`config.mk`:
```
export PLATFORM = sky130hd
export DESIGN_NAME = shifter_operand_unit
export DESIGN_NICKNAME = d
export VERILOG_FILES = /design/src/rtl/sop_pkg.sv /design/src/rtl/sop_count_decode.sv /design/src/rtl/sop_funnel_core.sv /design/src/rtl/sop_imm_rotator.sv /design/src/rtl/shifter_operand_unit.sv
export SDC_FILE = /design/constraint.sdc
export NUM_CORES = 1
export LEC_CHECK = 0
export BUFFER_PORTS_ARGS = -buffer_cell sky130_fd_sc_hd__buf_2
export CAP_MARGIN = 20
export CORE_ASPECT_RATIO = 1.4
export CORE_UTILIZATION = 55
export DETAILED_ROUTE_END_ITERATION = 8
export PLACE_DENSITY = 0.79
export SYNTH_ARGS = -nofsm -noshare
export SYNTH_HDL_FRONTEND = slang
export SYNTH_HIERARCHICAL = 1
export SYNTH_SLANG_ARGS = --single-unit
```
`constraint.sdc`:
```
create_clock -name vclk -period 4
set_input_delay 0.2 -clock vclk [all_inputs]
set_output_delay 0.2 -clock vclk [all_outputs]
set_load 0.03 [all_outputs]
```
`src/rtl/sop_pkg.sv`:
```
`timescale 1ns/1ps
package sop_pkg;

   typedef enum logic [1:0] {
      SK_LSL = 2'd0,
      SK_LSR = 2'd1,
      SK_ASR = 2'd2,
      SK_ROR = 2'd3
   } shift_kind_e;

   typedef enum logic [1:0] {
      OS_SHIFT = 2'd0,
      OS_PASS  = 2'd1,
      OS_ZERO  = 2'd2,
      OS_RRX   = 2'd3
   } out_sel_e;

endpackage

```
`src/rtl/sop_count_decode.sv`:
```
`timescale 1ns/1ps
// Turns the raw count and type into a funnel offset, a direction and a
// special-case selector.
module sop_count_decode
   import sop_pkg::*;
#(
   parameter int DATA_W    = 32,
   parameter int REG_AMT_W = 8,
   parameter int CNT_W     = $clog2(DATA_W) + 1
) (
   input  shift_kind_e          kind_i,
   input  logic [REG_AMT_W-1:0] amount_i,
   input  logic                 amt_from_reg_i,
   output out_sel_e             sel_o,
   output logic                 left_o,
   output logic [CNT_W-1:0]     cnt_o
);
   localparam int                   LOG_W  = $clog2(DATA_W);
   localparam logic [CNT_W-1:0]     FULL   = CNT_W'(DATA_W);
   localparam logic [REG_AMT_W-1:0] FULL_R = REG_AMT_W'(DATA_W);

   logic [LOG_W-1:0]     imm_n;
   logic [REG_AMT_W-1:0] reg_n;
   logic [LOG_W-1:0]     rot_n;

   assign imm_n = amount_i[LOG_W-1:0];
   assign reg_n = amount_i;
   assign rot_n = amount_i[LOG_W-1:0];

   always_comb begin
      sel_o  = OS_SHIFT;
      left_o = 1'b0;
      cnt_o  = '0;
      if (!amt_from_reg_i) begin
         unique case (kind_i)
            SK_LSL: begin
               if (imm_n == '0) begin
                  sel_o = OS_PASS;
               end else begin
                  left_o = 1'b1;
                  cnt_o  = FULL - CNT_W'(imm_n);
               end
            end
            SK_LSR, SK_ASR: begin
               cnt_o = (imm_n == '0) ? FULL : CNT_W'(imm_n);
            end
            SK_ROR: begin
               if (imm_n == '0) sel_o = OS_RRX;
               else             cnt_o = CNT_W'(imm_n);
            end
         endcase
      end else if (reg_n == '0) begin
         sel_o = OS_PASS;
      end else begin
         unique case (kind_i)
            SK_LSL: begin
               if (reg_n < FULL_R) begin
                  left_o = 1'b1;
                  cnt_o  = FULL - CNT_W'(reg_n);
               end else if (reg_n == FULL_R) begin
                  left_o = 1'b1;
               end else begin
                  sel_o = OS_ZERO;
               end
            end
            SK_LSR: begin
               if (reg_n <= FULL_R) cnt_o = CNT_W'(reg_n);
               else                 sel_o = OS_ZERO;
            end
            SK_ASR: begin
               cnt_o = (reg_n >= FULL_R) ? FULL : CNT_W'(reg_n);
            end
            SK_ROR: begin
               cnt_o = (rot_n == '0) ? FULL : CNT_W'(rot_n);
            end
         endcase
      end
   end
endmodule

```
`src/rtl/sop_funnel_core.sv`:
```
`timescale 1ns/1ps
// Double-width funnel: a right shift of a guarded 2W-bit word by 0..W.
// win_o[W:1] is the result, win_o[0] the bit shifted out last to the
// right, win_o[W+1] the bit just above the window (left-shift carry).
module sop_funnel_core
   import sop_pkg::*;
#(
   parameter int DATA_W     = 32,
   parameter int CNT_W      = $clog2(DATA_W) + 1,
   parameter bit LOG_BARREL = 1'b1
) (
   input  logic [DATA_W-1:0] src_i,
   input  shift_kind_e       kind_i,
   input  logic [CNT_W-1:0]  cnt_i,
   output logic [DATA_W+1:0] win_o
);
   localparam int EXT_W = 2 * DATA_W + 2;
   localparam int WIN_W = DATA_W + 2;

   logic [2*DATA_W-1:0] word;
   logic [EXT_W-1:0]    ext;

   always_comb begin
      unique case (kind_i)
         SK_LSL: word = {src_i, {DATA_W{1'b0}}};
         SK_LSR: word = {{DATA_W{1'b0}}, src_i};
         SK_ASR: word = {{DATA_W{src_i[DATA_W-1]}}, src_i};
         SK_ROR: word = {src_i, src_i};
      endcase
   end

   assign ext = {1'b0, word, 1'b0};

   generate
      if (LOG_BARREL) begin : g_log
         logic [EXT_W-1:0] st [CNT_W+1];
         assign st[0] = ext;
         for (genvar k = 0; k < CNT_W; k++) begin : g_stage
            assign st[k+1] = cnt_i[k] ? (st[k] >> (1 << k)) : st[k];
         end
         assign win_o = st[CNT_W][WIN_W-1:0];
      end else begin : g_flat
         assign win_o = ext[cnt_i +: WIN_W];
      end
   endgenerate
endmodule

```
`src/rtl/sop_imm_rotator.sv`:
```
`timescale 1ns/1ps
// Rotated-constant operand: constant rotated right by twice the field.
module sop_imm_rotator #(
   parameter int DATA_W  = 32,
   parameter int CONST_W = 8,
   parameter int ROT_W   = 4
) (
   input  logic [CONST_W+ROT_W-1:0] field_i,
   output logic [DATA_W-1:0]        value_o
);
   logic [DATA_W-1:0]   base;
   logic [2*DATA_W-1:0] dbl;
   logic [ROT_W:0]      rot_amt;

   assign base    = DATA_W'(field_i[CONST_W-1:0]);
   assign dbl     = {base, base};
   assign rot_amt = {field_i[CONST_W+ROT_W-1:CONST_W], 1'b0};
   assign value_o = dbl[rot_amt +: DATA_W];
endmodule

```
`src/rtl/shifter_operand_unit.sv`:
```
`timescale 1ns/1ps
module shifter_operand_unit
   import sop_pkg::*;
#(
   parameter int DATA_W     = 32,
   parameter int REG_AMT_W  = 8,
   parameter int CONST_W    = 8,
   parameter int ROT_W      = 4,
   parameter bit LOG_BARREL = 1'b1
) (
   input  logic [DATA_W-1:0]        src_i,
   input  logic [1:0]               kind_i,
   input  logic [REG_AMT_W-1:0]     amount_i,
   input  logic                     amt_from_reg_i,
   input  logic                     imm_mode_i,
   input  logic [CONST_W+ROT_W-1:0] imm_field_i,
   input  logic                     carry_i,
   output logic [DATA_W-1:0]        operand_o,
   output logic                     carry_o
);
   localparam int CNT_W = $clog2(DATA_W) + 1;

   generate
      if ((1 << $clog2(DATA_W)) != DATA_W || DATA_W < 8) begin : g_bad_width
         $error("DATA_W must be a power of two of at least 8");
      end
      if (REG_AMT_W < CNT_W) begin : g_bad_amt
         $error("REG_AMT_W must express counts above DATA_W");
      end
      if (2 * ((1 << ROT_W) - 1) >= DATA_W || CONST_W > DATA_W) begin : g_bad_imm
         $error("constant rotate range exceeds DATA_W");
      end
   endgenerate

   shift_kind_e         kind;
   out_sel_e            sel;
   logic                left;
   logic [CNT_W-1:0]    cnt;
   logic [DATA_W+1:0]   win;
   logic [DATA_W-1:0]   imm_val;

   assign kind = shift_kind_e'(kind_i);

   sop_count_decode #(
      .DATA_W(DATA_W), .REG_AMT_W(REG_AMT_W), .CNT_W(CNT_W)
   ) u_decode (
      .kind_i(kind), .amount_i(amount_i), .amt_from_reg_i(amt_from_reg_i),
      .sel_o(sel), .left_o(left), .cnt_o(cnt)
   );

   sop_funnel_core #(
      .DATA_W(DATA_W), .CNT_W(CNT_W), .LOG_BARREL(LOG_BARREL)
   ) u_core (
      .src_i(src_i), .kind_i(kind), .cnt_i(cnt), .win_o(win)
   );

   sop_imm_rotator #(
      .DATA_W(DATA_W), .CONST_W(CONST_W), .ROT_W(ROT_W)
   ) u_imm (
      .field_i(imm_field_i), .value_o(imm_val)
   );

   always_comb begin
      if (imm_mode_i) begin
         operand_o = imm_val;
         carry_o   = carry_i;
      end else begin
         unique case (sel)
            OS_PASS: begin
               operand_o = src_i;
               carry_o   = carry_i;
            end
            OS_ZERO: begin
               operand_o = '0;
               carry_o   = 1'b0;
            end
            OS_RRX: begin
               operand_o = {carry_i, src_i[DATA_W-1:1]};
               carry_o   = src_i[0];
            end
            OS_SHIFT: begin
               operand_o = win[DATA_W:1];
               carry_o   = left ? win[DATA_W+1] : win[0];
            end
         endcase
      end
   end
endmodule

```
==> out/qor.csv, run 1 <==
stage,metric,value,unit
outcome,run status,did not finish,
outcome,Failed at,5_1_grt,
outcome,Error,[ERROR GRT-0116] Global routing finished with congestion. Check the congestion regions in the DRC Viewer.,
global_routing,all-layer global routing usage,65.2,%
logic_synthesis,cell with the most instances after synthesis,nor2_1,
place,post-place setup slack,-463,ps
logic_synthesis,Ys Warns,6,
logic_synthesis,Post-Syn Area per Cell,7.48,um2
die,Die Span Y,128,um
logic_synthesis,synth top area cells,"mux4_2 8.3%, mux2_4 7.5%, mux2i_1 7.3%",
logic_synthesis,Syn Std Cell Area,6210,um2
logic_synthesis,top-area cell type share of the netlist area,8.34,%
logic_synthesis,commonest cells in the synthesized netlist,"73 x nor2_1, 65 x a21oi_1, 58 x nand2_1",
logic_synthesis,post-synth net total,893,
global_routing,largest net degree at the start of global routing,46,
logic_synthesis,Synth cell types,93,
clock_network,hold_buf cts,0,
die,number of cell rows,45,
logic_synthesis,sequential share of the synthesized area,0,%
place,port bufs,90,
place,HPWL Detailed,22900,um
die,Initial Util,56.9,%
die,die width,91.8,um
logic_synthesis,Synth area leader,mux4_2,
global_routing,first-pass GRT wire length,58100,um
global_routing,vias in the first global route,9741,
die,Ports,90,
global_routing,GRT overflow,27,
place,gpl congestion,1.14,
logic_synthesis,Syn Inst Count,830,
what timing repair did:
action / 4_1_cts
setup endpoints to repair: 33
pin swaps: 72
cloned: 2
resized for setup: 182
buffers inserted: 26
cell families after synthesis:
family	share of synthesized area [%]
xor gates and xnor gates	1.13
adders and majority gates	1.21
muxes	28.9
and+or+nand+nor	20.0
AOI/OAI and AO/OA	37.9
buffers and inverters	10.9
per-layer routing:
metal  overflow  track usage, %
met5          0            9.65
met4         11            66.4
met3          2            37.2
met2         14            89.6
met1          0            66.4
metrics by stage:
| stage | util [%] | cells | cell area (um2) |
|---|---|---|---|
| 2_1_floorplan | - | 830 | 6210 |
| 3_3_place_gp | 73.2 | 1164 | 8000 |
| 3_5_place_dp | 73.2 | 1164 | 8000 |
| 4_1_cts | 82.5 | 1189 | 9010 |
==> inputs of run 2 (changes only) <==
Settings changed: CORE_ASPECT_RATIO 1.4 to default, CORE_UTILIZATION 55 to 40, PLACE_DENSITY 0.79 to default, PLACE_DENSITY_LB_ADDON from default to 0.15.
==> run 2 against run 1 <==
  * The flow now finishes, with violations (negative setup slack)
  * Synthesized cell count unchanged
  * Synthesized area unchanged
==> out/qor.csv, run 2 <==
stage,metric,value,unit,change
worst_setup_path,Required @ worst endpoint,3800,ps,
finish,fin util,62.2,%,
pwr,Tot Pwr,0.00210,W,
global_routing,vias in the first global route,7516,,
die,number of cell rows,45,,unchanged
outcome,failing checks,negative setup slack,,
routing,1st-pass router iterations,6,,
routing,ANT nets after route,0,,
finish,share of cells above drive strength 1,54.7,%,
global_routing,largest net degree at the start of global routing,48,,
worst_setup_path,CP Buf/Inv Count,5,,
finish,footprint of the multi-input gates,6540,um2,
die,Die ar.,16000,um2,
routing,drt initial violations,863,,
die,core box area,15200,um2,
pwr,worst vdd ir,117,uV,
die,Ports,90,,unchanged
pwr,leakage,3.70,nW,
logic_synthesis,post-synth net total,893,,unchanged
outcome,run status,"finished, violations left",,
finish,fillers,1349,,
finish,highest-count cells in the layout ignoring fill and taps,"209 x buf_4, 63 x nor2_1, 57 x buf_2",,
die,Die Span Y,127,um,-0.88%
logic_synthesis,synth top area cells,"mux4_2 8.3%, mux2_4 7.5%, mux2i_1 7.3%",,
sta,final hold vios,0,,
worst_setup_path,CP cell instances,"buf_6, inv_4, ha_4, or4b_4, nor2_4, o41ai_2, buf_4, o22ai_4, buf_12, mux2_2, mux4_2, and2_4, o21ai_1, nand2_1, o31a_1, a221oi_2, a21oi_1, buf_4",,
finish,CLK BUF,0,,
global_routing,grt peak-use layer,met2,,
place,gpl congestion,1.10,,-3.3%
run,Max-cap violations,0,,
routing,post-DR vias/cell,6.73,,
logic_synthesis,Ys Warns,6,,unchanged
worst_setup_path,Worst Setup Path Type,in -> out,,
sta,Setup WS post-layout,-198,ps,
finish,flip-flop and latch area,0,um2,
worst_setup_path,CP Capture Type,primary output,,
sta,Max Freq,238,MHz,
die,Initial Util,40.9,%,-16 points
place,post-place setup slack,-348,ps,+115 ps
global_routing,met1 Usage GRT,48.9,%,
finish,Final Non-Filler Cells,1240,,
finish,FF+latch count,0,,
global_routing,all-layer global routing usage,36.5,%,
worst_setup_path,Startpoint Class,input pin,,
global_routing,initial antenna violation count,0,,
worst_setup_path,most frequent CP cell,buf_4,,
routing,DRC viols,0,,
worst_setup_path,CP peak stage delay,550,ps,
pwr,Cell Pwr Density,222,nW/um2,
sta,min cycle time layout,4200,ps,
sta,Slew HR,39.6,%,
logic_synthesis,commonest cells in the synthesized netlist,"73 x nor2_1, 65 x a21oi_1, 58 x nand2_1",,
routing,vias post-DR,8340,,
logic_synthesis,sequential share of the synthesized area,0,%,unchanged
sta,Setup TNS,-1850,ps,
global_routing,met2 Track Usage GR,57.8,%,
finish,Syn-to-layout area delta,52.2,%,
place,Post-Place Cells,1203,,+3.4%
logic_synthesis,Synth cell types,93,,unchanged
place,HPWL Detailed,22600,um,-1.2%
logic_synthesis,Synth area leader,mux4_2,,
logic_synthesis,Syn Std Cell Area,6210,um2,unchanged
worst_setup_path,data arrival time of the critical path,4000,ps,
logic_synthesis,Syn Inst Count,830,,unchanged
sta,RSZ-0062 raised after global routing,true,,
logic_synthesis,Post-Syn Area per Cell,7.48,um2,unchanged
place,port bufs,90,,unchanged
logic_synthesis,top-area cell type share of the netlist area,8.34,%,unchanged
global_routing,GR Util met3,4.72,%,
finish,"commonest non-fill, non-tap cell in the layout",buf_4,,
logic_synthesis,cell with the most instances after synthesis,nor2_1,,
worst_setup_path,slowest CP cell,mux4_2,,
global_routing,GRT overflow,0,,
sta,Final Max Tran Viols,0,,
worst_setup_path,family with the most delay on the worst path,compound AO/OA/AOI/OAI gates,,
die,die width,127,um,+38%
global_routing,first-pass GRT wire length,45200,um,
routing,wire length per cell,24.9,um,
sta,worst-margin pin slew,907,ps,
finish,fin nets,1117,,
sta,setup violators final,26,,
worst_setup_path,Crit Path Max Fanout,9,,
finish,ANT cells,0,,
routing,Routed Wire Length,30900,um,
hold_path,Hold/Removal Path Class,in -> out,,
sta,fin crit share,105,%,
## run 2: cell counts after synthesis
No cell type changed its count.
## run 2: area by class of cell
| cell class | count | area share, % |
|---|---|---|
| repair buffers | 306 | 26.2 |
| inverters | 48 | 2.08 |
| multi-input cells | 698 | 69.2 |
| well taps | 188 | 2.49 |
## run 2: timing repair
item | CTS | global route
pin swaps | 39 | 78
setup endpoints to repair | 33 | 33
setup buffers | 20 | 19
hold buffers | 0 | 0
cloned | 4 | 0
gates resized for setup | 126 | 137
## run 2: cell families (layout without fill, tap and decap cells)
group	count (synthesis)	in the layout	synth area share, %
xor+xnor	5	5	1.13
simple gates	251	251	20.0
compound gates	305	305	37.9
fa+ha+maj	6	6	1.21
mux	131	131	28.9
buf+inv	132	354	10.9
## run 2: path summary, 6_finish.rpt
check,startpoint,to,slack (ps),cells after the start
setup / recovery,amount_i[0],operand_o[25],-200,18
hold / removal,carry_i,carry_o,850,3
## run 2: per-stage QoR
stage               instance area [um2]  hold WS, ps
global placement                   7960          888
floorplan                          6210          703
global route                       9450          866
finish                             9450          850
detailed placement                 7960          878
CTS                                8760          844
## run 2: routing by layer
| layer | routed length (um) | share of wire (%) | vias up |
|---|---|---|---|
| li1 | - | - | 3679 |
| met1 | 12300 | 40 | 3976 |
| met2 | 13600 | 44 | 553 |
| met3 | 2950 | 9.6 | 132 |
| met4 | 2070 | 6.7 | 0 |
| met5 | 0 | 0 | - |
## run 2: power breakdown
part           switching (W)  total [W]  internal (W)
sequential                 0          0             0
combinational        0.00115    0.00210      0.000949
clock                      0          0             0
total                0.00115    0.00210      0.000949
## run 2: tightest hold or removal path, cell delays in order
cell and delay [ps]:
buf_2 150, a221o_1 170, buf_6 130
No activity file was read; power rests on OpenSTA's default activity.
